**src/rtl/agu_pkg.sv**
```systemverilog
package agu_pkg;
  typedef enum logic [1:0] {
    PM_HOLD = 2'd0,
    PM_INC1 = 2'd1,
    PM_DEC1 = 2'd2,
    PM_ADD  = 2'd3
  } pmod_e;

  typedef enum logic [1:0] {
    LF_PTR  = 2'd0,
    LF_BASE = 2'd1,
    LF_LEN  = 2'd2,
    LF_STEP = 2'd3
  } ldf_e;
endpackage

```
**src/rtl/agu_step.sv**
```systemverilog
module agu_step
  import agu_pkg::*;
#(
  parameter int AW = 9
) (
  input  logic [AW-1:0] ptr,
  input  logic [AW-1:0] base,
  input  logic [AW-1:0] len,
  input  logic [AW-1:0] inc,
  input  pmod_e         mode,
  input  logic          circ,
  output logic [AW-1:0] nxt
);
  localparam int EW = AW + 1;

  logic          wrap_on;
  logic [EW-1:0] top;
  logic [EW-1:0] sum;
  logic [EW-1:0] sum_wrap;
  logic [AW-1:0] amt;

  always_comb begin
    wrap_on  = circ && (len != '0);
    top      = {1'b0, base} + {1'b0, len} - EW'(1);
    amt      = (mode == PM_INC1) ? AW'(1) : inc;
    sum      = {1'b0, ptr} + {1'b0, amt};
    sum_wrap = sum - {1'b0, len};
    nxt      = ptr;
    case (mode)
      PM_HOLD: nxt = ptr;
      PM_INC1, PM_ADD: begin
        if (wrap_on && (sum > top)) nxt = sum_wrap[AW-1:0];
        else                        nxt = sum[AW-1:0];
      end
      PM_DEC1: begin
        if (wrap_on && (ptr == base)) nxt = top[AW-1:0];
        else                          nxt = ptr - AW'(1);
      end
      default: nxt = ptr;
    endcase
  end
endmodule

```
**src/rtl/agu_slot.sv**
```systemverilog
module agu_slot
  import agu_pkg::*;
#(
  parameter int AW = 9
) (
  input  logic          clk,
  input  logic          rst_n,
  input  logic          rd_hit,
  input  pmod_e         rd_mod,
  input  logic          wr_hit,
  input  pmod_e         wr_mod,
  input  logic          circ,
  input  logic          ld_hit,
  input  ldf_e          ld_field,
  input  logic [AW-1:0] ld_data,
  output logic [AW-1:0] ptr_q
);
  localparam int EW = AW + 1;

  logic [AW-1:0] base_q, len_q, inc_q;
  logic [AW-1:0] ptr_d, base_d, len_d, inc_d;
  logic [AW-1:0] s1_nxt, s2_nxt, after_rd, after_wr;
  logic          ptr_en, base_en, len_en, inc_en;

  agu_step #(.AW(AW)) u_step_rd (
    .ptr(ptr_q), .base(base_q), .len(len_q), .inc(inc_q),
    .mode(rd_mod), .circ(circ), .nxt(s1_nxt)
  );

  agu_step #(.AW(AW)) u_step_wr (
    .ptr(after_rd), .base(base_q), .len(len_q), .inc(inc_q),
    .mode(wr_mod), .circ(circ), .nxt(s2_nxt)
  );

  always_comb begin
    after_rd = rd_hit ? s1_nxt : ptr_q;
    after_wr = wr_hit ? s2_nxt : after_rd;
    ptr_d    = after_wr;
    base_d   = ld_data;
    len_d    = ld_data;
    inc_d    = ld_data;
    base_en  = ld_hit && (ld_field == LF_BASE);
    len_en   = ld_hit && (ld_field == LF_LEN);
    inc_en   = ld_hit && (ld_field == LF_STEP);
    ptr_en   = rd_hit || wr_hit || (ld_hit && (ld_field != LF_STEP));
    if (ld_hit) begin
      case (ld_field)
        LF_PTR:  ptr_d = ld_data;
        LF_BASE: ptr_d = ld_data;
        LF_LEN:  ptr_d = base_q;
        default: ptr_d = after_wr;
      endcase
    end
  end

  always_ff @(posedge clk or negedge rst_n) begin
    if (!rst_n) begin
      ptr_q  <= '0;
      base_q <= '0;
      len_q  <= '0;
      inc_q  <= '0;
    end else begin
      if (ptr_en)  ptr_q  <= ptr_d;
      if (base_en) base_q <= base_d;
      if (len_en)  len_q  <= len_d;
      if (inc_en)  inc_q  <= inc_d;
    end
  end

  // buffer membership, used only by the checks below
  logic [EW-1:0] buf_end;
  logic          in_buf, buf_fits;
  assign buf_end  = {1'b0, base_q} + {1'b0, len_q};
  assign in_buf   = (len_q != '0) && (ptr_q >= base_q) && ({1'b0, ptr_q} < buf_end);
  assign buf_fits = buf_end <= (EW'(1) << AW);

  a_r4_stays_in_buffer: assert property (@(posedge clk) disable iff (!rst_n)
    (in_buf && buf_fits && circ && (rd_hit || wr_hit) && !ld_hit && (inc_q <= len_q))
      |=> in_buf);

  a_r5_dec_wraps_to_top: assert property (@(posedge clk) disable iff (!rst_n)
    (rd_hit && !wr_hit && !ld_hit && (rd_mod == PM_DEC1) && circ &&
     (len_q != '0) && (ptr_q == base_q))
      |=> (ptr_q == AW'($past(base_q) + $past(len_q) - AW'(1))));

  a_r10_idle_holds: assert property (@(posedge clk) disable iff (!rst_n)
    !(rd_hit || wr_hit || ld_hit) |=> $stable(ptr_q));

  a_r8_base_load_parks: assert property (@(posedge clk) disable iff (!rst_n)
    (ld_hit && (ld_field == LF_BASE)) |=> (ptr_q == base_q));

  a_r3_linear_plus_one: assert property (@(posedge clk) disable iff (!rst_n)
    (rd_hit && !wr_hit && !ld_hit && (rd_mod == PM_INC1) && !circ)
      |=> (ptr_q == AW'($past(ptr_q) + AW'(1))));
endmodule

```
**src/rtl/agu_table.sv**
```systemverilog
module agu_table
  import agu_pkg::*;
#(
  parameter int TW = 11
) (
  input  logic          clk,
  input  logic          rst_n,
  input  logic          req,
  input  pmod_e         mode,
  input  logic          ld_en,
  input  logic          ld_field,
  input  logic [TW-1:0] ld_data,
  output logic [TW-1:0] ptr_q
);
  logic [TW-1:0] inc_q, ptr_d, mod_val;
  logic          ptr_en, inc_en;

  always_comb begin
    case (mode)
      PM_INC1: mod_val = ptr_q + TW'(1);
      PM_DEC1: mod_val = ptr_q - TW'(1);
      PM_ADD:  mod_val = ptr_q + inc_q;
      default: mod_val = ptr_q;
    endcase
    inc_en = ld_en && ld_field;
    ptr_en = req || (ld_en && !ld_field);
    ptr_d  = (ld_en && !ld_field) ? ld_data : mod_val;
  end

  always_ff @(posedge clk or negedge rst_n) begin
    if (!rst_n) begin
      ptr_q <= '0;
      inc_q <= '0;
    end else begin
      if (ptr_en) ptr_q <= ptr_d;
      if (inc_en) inc_q <= ld_data;
    end
  end

  a_r9_tbl_load_wins: assert property (@(posedge clk) disable iff (!rst_n)
    (ld_en && !ld_field) |=> (ptr_q == $past(ld_data)));

  a_r9_tbl_idle_holds: assert property (@(posedge clk) disable iff (!rst_n)
    !(req || ld_en) |=> $stable(ptr_q));
endmodule

```
**src/rtl/modulo_agu.sv**
```systemverilog
module modulo_agu
  import agu_pkg::*;
#(
  parameter int NREG = 4,
  parameter int AW   = 9,
  parameter int TW   = 11,
  localparam int SW  = $clog2(NREG)
) (
  input  logic          clk,
  input  logic          rst_n,
  input  logic          rd_req,
  input  logic [SW-1:0] rd_sel,
  input  logic [1:0]    rd_mod,
  input  logic          wr_req,
  input  logic [SW-1:0] wr_sel,
  input  logic [1:0]    wr_mod,
  input  logic          circ_en,
  input  logic          ld_en,
  input  logic [SW-1:0] ld_sel,
  input  logic [1:0]    ld_field,
  input  logic [AW-1:0] ld_data,
  input  logic          tbl_req,
  input  logic [1:0]    tbl_mod,
  input  logic          tbl_ld_en,
  input  logic          tbl_ld_field,
  input  logic [TW-1:0] tbl_ld_data,
  output logic [AW-1:0] rd_addr,
  output logic [AW-1:0] wr_addr,
  output logic [TW-1:0] tbl_addr
);
  logic [1:0]    rst_sync_q;
  logic          rst_int_n;
  logic [AW-1:0] ptr_arr [NREG];

  always_ff @(posedge clk or negedge rst_n) begin
    if (!rst_n) rst_sync_q <= 2'b00;
    else        rst_sync_q <= {rst_sync_q[0], 1'b1};
  end
  assign rst_int_n = rst_sync_q[1];

  for (genvar gi = 0; gi < NREG; gi++) begin : g_slot
    logic rd_hit, wr_hit, ld_hit;
    assign rd_hit = rd_req && (rd_sel == SW'(gi));
    assign wr_hit = wr_req && (wr_sel == SW'(gi));
    assign ld_hit = ld_en  && (ld_sel == SW'(gi));

    agu_slot #(.AW(AW)) u_slot (
      .clk      (clk),
      .rst_n    (rst_int_n),
      .rd_hit   (rd_hit),
      .rd_mod   (pmod_e'(rd_mod)),
      .wr_hit   (wr_hit),
      .wr_mod   (pmod_e'(wr_mod)),
      .circ     (circ_en),
      .ld_hit   (ld_hit),
      .ld_field (ldf_e'(ld_field)),
      .ld_data  (ld_data),
      .ptr_q    (ptr_arr[gi])
    );
  end

  agu_table #(.TW(TW)) u_table (
    .clk      (clk),
    .rst_n    (rst_int_n),
    .req      (tbl_req),
    .mode     (pmod_e'(tbl_mod)),
    .ld_en    (tbl_ld_en),
    .ld_field (tbl_ld_field),
    .ld_data  (tbl_ld_data),
    .ptr_q    (tbl_addr)
  );

  assign rd_addr = ptr_arr[rd_sel];
  assign wr_addr = ptr_arr[wr_sel];

  a_r1_reset_zero: assert property (@(posedge clk)
    !rst_int_n |=> (tbl_addr == '0));
endmodule

```
**config.mk**
```make
export PLATFORM = sky130hd
export DESIGN_NAME = modulo_agu
export DESIGN_NICKNAME = d
export VERILOG_FILES = /design/src/rtl/agu_pkg.sv /design/src/rtl/agu_step.sv /design/src/rtl/agu_slot.sv /design/src/rtl/agu_table.sv /design/src/rtl/modulo_agu.sv
export SDC_FILE = /design/constraint.sdc
export NUM_CORES = 1
export LEC_CHECK = 0
export BUFFER_PORTS_ARGS = -buffer_cell sky130_fd_sc_hd__buf_2
export CAP_MARGIN = 25
export CORE_ASPECT_RATIO = 1.4
export CORE_MARGIN = 5
export CORE_UTILIZATION = 26
export DETAILED_ROUTE_END_ITERATION = 10
export GPL_TIMING_DRIVEN = 0
export PLACE_DENSITY = 0.46
export SLEW_MARGIN = 15
export SYNTH_ARGS = -nofsm -noshare
export SYNTH_HDL_FRONTEND = slang
export SYNTH_SLANG_ARGS = --single-unit
```
**constraint.sdc**
```tcl
create_clock -name clk -period 5.15 [get_ports clk]
set_input_delay 0.2575 -clock clk [delete_from_list [all_inputs] [get_ports clk]]
set_output_delay 0.2575 -clock clk [all_outputs]
set_load 0.005 [all_outputs]
```
==> metrics <==
FFs w/ async S/R, synth=1.00; CTS tree=yes; DR DRC count=0; WP data required=5.55 ns; net count after synthesis=3390; Seq cells post-synth=168; GPL Wtd Cong=0.952; CTS Sinks=168; Slew Limit Headroom=0.251; worst slew pin tran=1.12 ns; register clock-pin slew on the reported worst setup and hold paths=0.09 ns; global route total overflow=0; Final Cell Area=31500 sq um; CP Launch Type=flop; TritonCTS buffer count=17; commonest cells after routing, fill and taps aside=ha_1 (251), nand2_1 (238), inv_1 (229); Port Buffers=65; most common cell after layout, fill and taps aside=ha_1; Hold Crit Class=input port to asynchronous set/reset pin; Post-synth EDFFs=0; area of the multi-input gates=20900 sq um; die area=98200 sq um; Mapped Area=23900 sq um; net count reported at finish=3723; WHS=0.0755 ns; Synth Flop Type=dfrtp_1; DR vias=25600; post-DR vias/cell=5.59; die width=266 um; Routed WL=116000 um; Final period util=1.47; Root Driver=clkbuf_16; max-cap violations=0; clock buffer depth=2; fill count=9471; layout cells sized above 1=0.278; flip-flop and latch area=4240 sq um; crit path max-delay cell type=a221oi_1; # IOs=72; core outline area=91300 sq um; WS Path Type=flop to flop; violated checks=negative setup slack; RSZ-0062 raised after global routing=true; routed len/inst=25.4 um; FP Rows=131; Initial Util=0.262; pre-CTS WS=-4.46 ns; crit path DAT=7.99 ns; Clock Skew=0.0135 ns; DP Area=26400 sq um; All-Layer GR Usage=0.227; largest net degree at the start of global routing=48; fmax=0.132 GHz; status=finished, violations left; mean post-synth cell area=7.91 sq um; Synth Warn #=0; Yosys cell types=91; Area growth syn-to-layout=31.6%; Synth Instances=3022; initial antenna violation count=11; final worst setup slack=-2.44 ns; DR iter-0 viols=2213; r2r worst-path depth=30; Final Hold Viols=0; hpwl dp=89600 um; Seq/Total Area, Yosys=0.176; Placed Cells=4292; fin. max-slew vios=0; first-pass GRT wire length=167000 um; R2R setup slack=-2.44 ns; Antenna Violating Nets Remaining=0; Crit Path Max Fanout=6; final setup fails=36; Final min period=7.59 ns; drt pass-1 iters=6; Clock Latency Late Sink=0.52 ns; htree depth=4; Cell Count, Final, Fillers Out=4570; Die Span Y=369 um; Crit path largest cell delay=0.54 ns; Crit. End Element=flop; vias in the first global route=25400
Yosys cell counts (31+ instances only):
master,instances,share of area
a21o_1,54,0.017
a21oi_1,198,0.041
and2_1,68,0.018
clkbuf_1,99,0.016
dfrtp_1,168,0.18
ha_1,304,0.16
inv_1,270,0.042
mux2_2,86,0.041
mux2i_1,57,0.024
nand2_1,248,0.039
nand2b_1,37,0.0097
nand3_1,63,0.013
nor2_1,190,0.030
nor2b_1,64,0.017
nor3_1,80,0.017
o211ai_1,35,0.011
o21a_1,33,0.010
o21ai_0,212,0.044
or3_1,31,0.0081
xnor2_1,117,0.043
xor2_1,91,0.033
cell type report:
type	count	area share
buffer	110	0.0195
antenna	5	0.000398
sequential	168	0.135
timing repair buffer	320	0.0790
clock inverter	15	0.00632
tap	1197	0.0476
clock buffer	17	0.0135
multi-input combinational	2467	0.666
inverter	271	0.0332
layer usage:
layer	global-route usage	vias up	wire, um	share of wire
li1	-	11700	-	-
met1	0.254	12400	43400	0.37
met2	0.396	1123	55600	0.48
met3	0.0352	402	7520	0.065
met4	0.150	4	9620	0.083
met5	0	-	27	0.00023
worst max-delay path: cells and delay by family, from the launching register on:
| family | cells | cell delay (ns) |
|---|---|---|
| compound gates | 16 | 4.10 |
| fa+ha+maj | 6 | 1.78 |
| simple gates | 4 | 0.55 |
| flops | 1 | 0.39 |
| mux | 1 | 0.35 |
| xor+xnor | 1 | 0.22 |
| buf+inv | 2 | 0.09 |
flip-flops by register name (all words and copies together) (netlist names):
signal	flops
g_slot.u_slot.inc_q	36
u_table.inc_q	11
u_table.ptr_q	11
g_slot.u_slot.ptr_q	36
g_slot.u_slot.len_q	36
g_slot.u_slot.base_q	36
rst_sync_q	2
worst paths after layout:
check	from	end
setup / recovery	g_slot[2].u_slot.base_q[1]	g_slot[2].u_slot.ptr_q[5]
hold / removal	rst_n	rst_sync_q[1]
setup reg to reg	g_slot[2].u_slot.base_q[1]	g_slot[2].u_slot.ptr_q[5]
hold reg to reg	rst_sync_q[1]	u_table.ptr_q[8]
max in group asynchronous	rst_sync_q[1]	g_slot[0].u_slot.ptr_q[0]
min in group clk	ld_data[6]	g_slot[0].u_slot.inc_q[6]
logic make-up (layout without fill, tap and decap cells):
family / Yosys count / in the layout / share of synthesized area
xor gates and xnor gates: 208 / 208 / 0.0762
muxes: 161 / 161 / 0.0813
and+or+nand+nor: 936 / 937 / 0.200
DFF: 168 / 168 / 0.176
buffers and inverters: 388 / 733 / 0.0623
other: 1 / 6 / 0.000157
adders and majority gates: 325 / 325 / 0.177
AOI/OAI and AO/OA: 835 / 835 / 0.228
repair_timing:
action	CTS	global route
cloned	3	0
hold buffers	12	0
endpoints found under the setup margin	36	36
endpoints found under the hold margin	23	0
pin swaps	210	175
buffers inserted	184	56
resized for setup	409	147
stage by stage:
stage,utilization,setup TNS (ns)
floorplan,-,-63.55
global placement,0.287,-600.11
detailed placement,0.289,-142.44
CTS,0.333,-75.78
global route,0.344,-86.20
finish,0.345,-75.24
Power is not shown: default switching activity piles up to over one toggle a cycle in this logic, so the estimate is an artifact.
